===== src/rtl/xlat_pkg.sv =====
package xlat_pkg;
  localparam int PAGE_W    = 12;
  localparam int OFS_W     = 12;
  localparam int LAYER_W   = 2;
  localparam int COL_W     = 2;
  localparam int ROW_W     = 1;
  localparam int SEL_W     = LAYER_W + COL_W + ROW_W;
  localparam int NUM_CHIPS = 1 << SEL_W;
  localparam int PER_LAYER = NUM_CHIPS >> LAYER_W;
  localparam int HI_AW     = 6;                       // P6..P11
  localparam int MID_AW    = 2;                       // P13, P15
  localparam int CHIP_AW   = HI_AW + MID_AW + OFS_W - ROW_W;

  typedef struct packed {
    logic [LAYER_W-1:0] layer;
    logic [COL_W-1:0]   col;
    logic [ROW_W-1:0]   row;
    logic [CHIP_AW-1:0] addr;
  } xlat_fields_t;
endpackage


===== src/rtl/xlat_page_split.sv =====
module xlat_page_split
  import xlat_pkg::*;
(
  input  logic [PAGE_W-1:0] page,
  input  logic [OFS_W-1:0]  ofs,
  input  logic              compat,
  output xlat_fields_t      fields
);
  logic [HI_AW-1:0] hi_bits;
  logic [LAYER_W-1:0] layer_raw;

  always_comb begin
    // layer index = {P4, ~P5}; compatibility clears P4..P7 after the inversion
    layer_raw = {page[PAGE_W-1], ~page[PAGE_W-2]};
    hi_bits   = page[PAGE_W-3 -: HI_AW];
    if (compat) begin
      layer_raw = '0;
      hi_bits[HI_AW-1 -: 2] = 2'b00;
    end
    fields.layer = layer_raw;
    fields.col   = {page[3], page[1]};
    fields.row   = ofs[ROW_W-1:0];
    fields.addr  = {hi_bits, page[2], page[0], ofs[OFS_W-1:ROW_W]};
  end
endmodule


===== src/rtl/xlat_layer_fold.sv =====
module xlat_layer_fold
  import xlat_pkg::*;
(
  input  logic [LAYER_W-1:0] layer_in,
  input  logic               pop_lo,
  input  logic               pop_hi,
  output logic [LAYER_W-1:0] layer_out
);
  logic [LAYER_W-1:0] keep;
  assign keep = {pop_hi, pop_lo};

  for (genvar b = 0; b < LAYER_W; b++) begin : g_fold
    assign layer_out[b] = layer_in[b] & keep[b];
  end
endmodule


===== src/rtl/xlat_sel_decode.sv =====
module xlat_sel_decode
  import xlat_pkg::*;
(
  input  logic [SEL_W-1:0]     idx,
  input  logic                 en,
  output logic [NUM_CHIPS-1:0] sel_n
);
  for (genvar i = 0; i < NUM_CHIPS; i++) begin : g_sel
    assign sel_n[i] = ~(en && (idx == SEL_W'(i)));
  end
endmodule


===== src/rtl/xlat_top.sv =====
module xlat_top
  import xlat_pkg::*;
(
  input  logic                 clk,
  input  logic                 rst,
  input  logic                 mem_req,
  input  logic [PAGE_W-1:0]    page,
  input  logic [OFS_W-1:0]     ofs,
  input  logic                 compat,
  input  logic                 pop_lo,
  input  logic                 pop_hi,
  output logic [CHIP_AW-1:0]   chip_addr,
  output logic [NUM_CHIPS-1:0] chip_sel_n
);
  xlat_fields_t          fields;
  logic [LAYER_W-1:0]    layer_f;
  logic [NUM_CHIPS-1:0]  sel_n_d;

  xlat_page_split u_split (
    .page   (page),
    .ofs    (ofs),
    .compat (compat),
    .fields (fields)
  );

  xlat_layer_fold u_fold (
    .layer_in  (fields.layer),
    .pop_lo    (pop_lo),
    .pop_hi    (pop_hi),
    .layer_out (layer_f)
  );

  xlat_sel_decode u_dec (
    .idx   ({layer_f, fields.col, fields.row}),
    .en    (mem_req),
    .sel_n (sel_n_d)
  );

  always_ff @(posedge clk) begin
    if (rst) begin
      chip_addr  <= '0;
      chip_sel_n <= '1;
    end else begin
      chip_addr  <= fields.addr;
      chip_sel_n <= sel_n_d;
    end
  end
endmodule


===== config.mk =====
export PLATFORM = sky130hd
export DESIGN_NAME = xlat_top
export DESIGN_NICKNAME = d
export VERILOG_FILES = /design/src/rtl/xlat_pkg.sv /design/src/rtl/xlat_page_split.sv /design/src/rtl/xlat_layer_fold.sv /design/src/rtl/xlat_sel_decode.sv /design/src/rtl/xlat_top.sv
export SDC_FILE = /design/constraint.sdc
export NUM_CORES = 1
export LEC_CHECK = 0
export BUFFER_PORTS_ARGS = -buffer_cell sky130_fd_sc_hd__buf_2
export CAP_MARGIN = 10
export CORE_UTILIZATION = 40
export DETAILED_ROUTE_END_ITERATION = 10
export PLACE_DENSITY = 0.73
export SYNTH_ARGS = -nofsm -noshare
export SYNTH_HDL_FRONTEND = slang
export SYNTH_SLANG_ARGS = --single-unit

===== constraint.sdc =====
create_clock -name clk -period 1.4 [get_ports clk]
set_clock_uncertainty 0.15 [all_clocks]
set_input_delay 0.07 -clock clk [delete_from_list [all_inputs] [get_ports clk]]
set_output_delay 0.07 -clock clk [all_outputs]
set_load 0.02 [all_outputs]

==> metrics.md <==
| Metric | Value |
|---|---|
| Outcome | finished clean |
| Worst hold margin | 0.0170 ns |
| Htree depth | 2 |
| GRT Resource Usage Total | 0.197 |
| Root buffer selected by CTS | clkbuf_4 |
| Synth cell count leaders | dfxtp_1, nand2_1, nor2b_1 |
| Post-synth cell types | 21 |
| Finish-stage setup viols | 0 |
| Clock sinks | 51 |
| Worst Max-Slew Pin Slew | 0.447 ns |
| Post-synth EDFFs | 0 |
| Mean Syn Cell Area | 12.0 um2 |
| Post-DP HPWL | 2.06 mm |
| Leak Pwr | 1.06 nW |
| Placed cells | about 250 |
| Top-count cell post-synth | dfxtp_1 |
| Asr flop ratio synth | 0 |
| Die Wd | 62.6 um |
| DR iter-0 viols | 32 |
| Final nets | around 280 |
| Buffers added on ports | 80 |
| Total number of vias | between 1000 and 1500 |
| Final clock period utilization by the worst path | 0.941 |
| Seq/Total Area, Yosys | 0.694 |
| Syn Nets | 153 |
| Clock transition at the registers of the reported paths | ~0.14 ns |
| Routed wire length | about 3.6 mm |
| Pwr Density | roughly 1000 nW/um2 |
| DRC errors left | 0 |
| Routed Antenna Nets | 0 |
| Top Ports | 81 |
| Worst Setup Path Type | in2reg |
| Max-cap violation count | 0 |
| Synthesized flop and latch total | 51 |
| CTS max path bufs | 2 |
| Routed len/inst | 12.0 um |
| Initial antenna violation count | 0 |
| Number of cells in the finished layout apart from fillers | 300 |
| Via density | between 4 and 5 |
| Die height | 62.6 um |
| Cts bufs inserted | 5 |
| Synth top area cells | dfxtp_1, nor2b_1, nand2_1 |
| Crit-path max FO | 9 |
| Vias in the first global route | roughly 1300 |
| CP Data Arrival Time | 1.40 ns |
| Hold WC Path Type | in2reg |
| First-pass GRT wire length | between 5 and 6 mm |
| Resized Gates After CTS | 0 |
| Router iterations before antenna repair | 6 |
| Core area | 3420 um2 |
| Fin crit period | 1.32 ns |
| Post-CTS Setup Inserts | 0 |
| Most used DFF post-synth | dfxtp_1 |
| Synth warnings | 0 |
| Rows | 21 |
| GRT overflow | 0 |
| N_diodes | 0 |
| Startpoint Class | input port |
| Hold-fix buffers, CTS | 43 |
| Area Overhead vs Synth | 64.2% |
| CP Data Required Time | 1.48 ns |
| Final slew viol count | 0 |
| Crit end category | flip-flop |
| Fin. Hold Viols | 0 |
| Max Fclk | 759 MHz |
| Cell count after synthesis | between 100 and 150 |
| Largest net degree at the start of global routing | 19 |
| Gp weighted congestion | 0.732 |
| RSZ-0062 raised after global routing | no |
| Initial core utilization | 0.430 |
| Full die area | 3920 um2 |
| Share of cells above drive strength 1 | 0.374 |
| Yosys top cell by area | dfxtp_1 |
| Post-synth top area share | 0.694 |
| Maximum VDD drop | 0.737 mV |
| Total negative setup slack | 0 ns |
| Max_slew headroom | 0.702 |
| Synthesized area | 1470 um2 |
| CTS tree | built |
[power breakdown]
| group | switching [mW] | internal (mW) |
|---|---|---|
| Clock | 0.422 | 0.194 |
| Combinational | 0.139 | 0.162 |
| Sequential | 0.00869 | 1.48 |
| Total | 0.570 | 1.84 |
[per-stage QoR]
stage                     cell area [um2]  power (mW)   util  worst slack (ns)
after floorplan                      1470        1.63      -             0.445
after global placement               1930        1.72  0.565             0.225
after detailed placement             1930        1.73  0.565             0.217
after CTS                            2410        2.42  0.707             0.106
after global routing                 2410        2.54  0.707            0.0205
final                                2410        2.41  0.707            0.0827
[per-layer routing]
layer,global-route usage,part of all wire
met5,0,0
met4,0.0610,0.0094
met3,0.0657,0.084
met2,0.323,0.47
met1,0.244,0.43
[cell usage in the layout (no fill, tap or decap)]
cell type,n
nand2_2,1
nor4_4,2
nor3_1,1
nor2b_1,17
dlygate4sd3_1,43
nand2b_1,1
clkinv_2,1
and2_1,2
nor3b_1,3
and2b_1,1
nor2_2,1
buf_4,3
nand2_1,25
and3_1,1
clkbuf_1,1
a21o_1,1
nor2_1,1
clkbuf_4,5
dfxtp_1,51
buf_2,80
clkinvlp_4,1
and4_1,1
and3b_1,2
nand2b_4,1
nand3b_1,7
nand4b_1,1
[critical path: stages]
cell and delay, ns:
buf_2 0.11, dlygate4sd3_1 0.55, nand2b_4 0.19, nor4_4 0.21
buf_4 0.20, nand2_1 0.07
[cells by family (layout without fill, tap and decap cells)]
family | count (synthesis) | in the layout | share of synthesized area
AND/OR/NAND/NOR | 68 | 68 | 0.286
flip-flops | 51 | 51 | 0.694
buffers and inverters | 3 | 134 | 0.0145
AO/OA/AOI/OAI | 1 | 1 | 0.00511
[flip-flops by register name, summed over array words and instances, names as in the netlist]
register / flops
chip_sel_n: 32
chip_addr: 19
[layout make-up]
cell class                      count  area (um2)
Tap cell                           46        57.6
Clock buffer                        6        41.3
Fill cell                         267        1000
Multi-Input combinational cell     69         428
Sequential cell                    51        1020
Clock inverter                      2        12.5
Timing Repair Buffer              126         853
[final timing paths]
| check | start | end | slack (ns) | cells after the start |
|---|---|---|---|---|
| min | compat | chip_sel_n[30] | 0.02 | 4 |
| max | rst | chip_sel_n[17] | 0.08 | 6 |
Note: power is estimated with default switching activity, not from simulation.
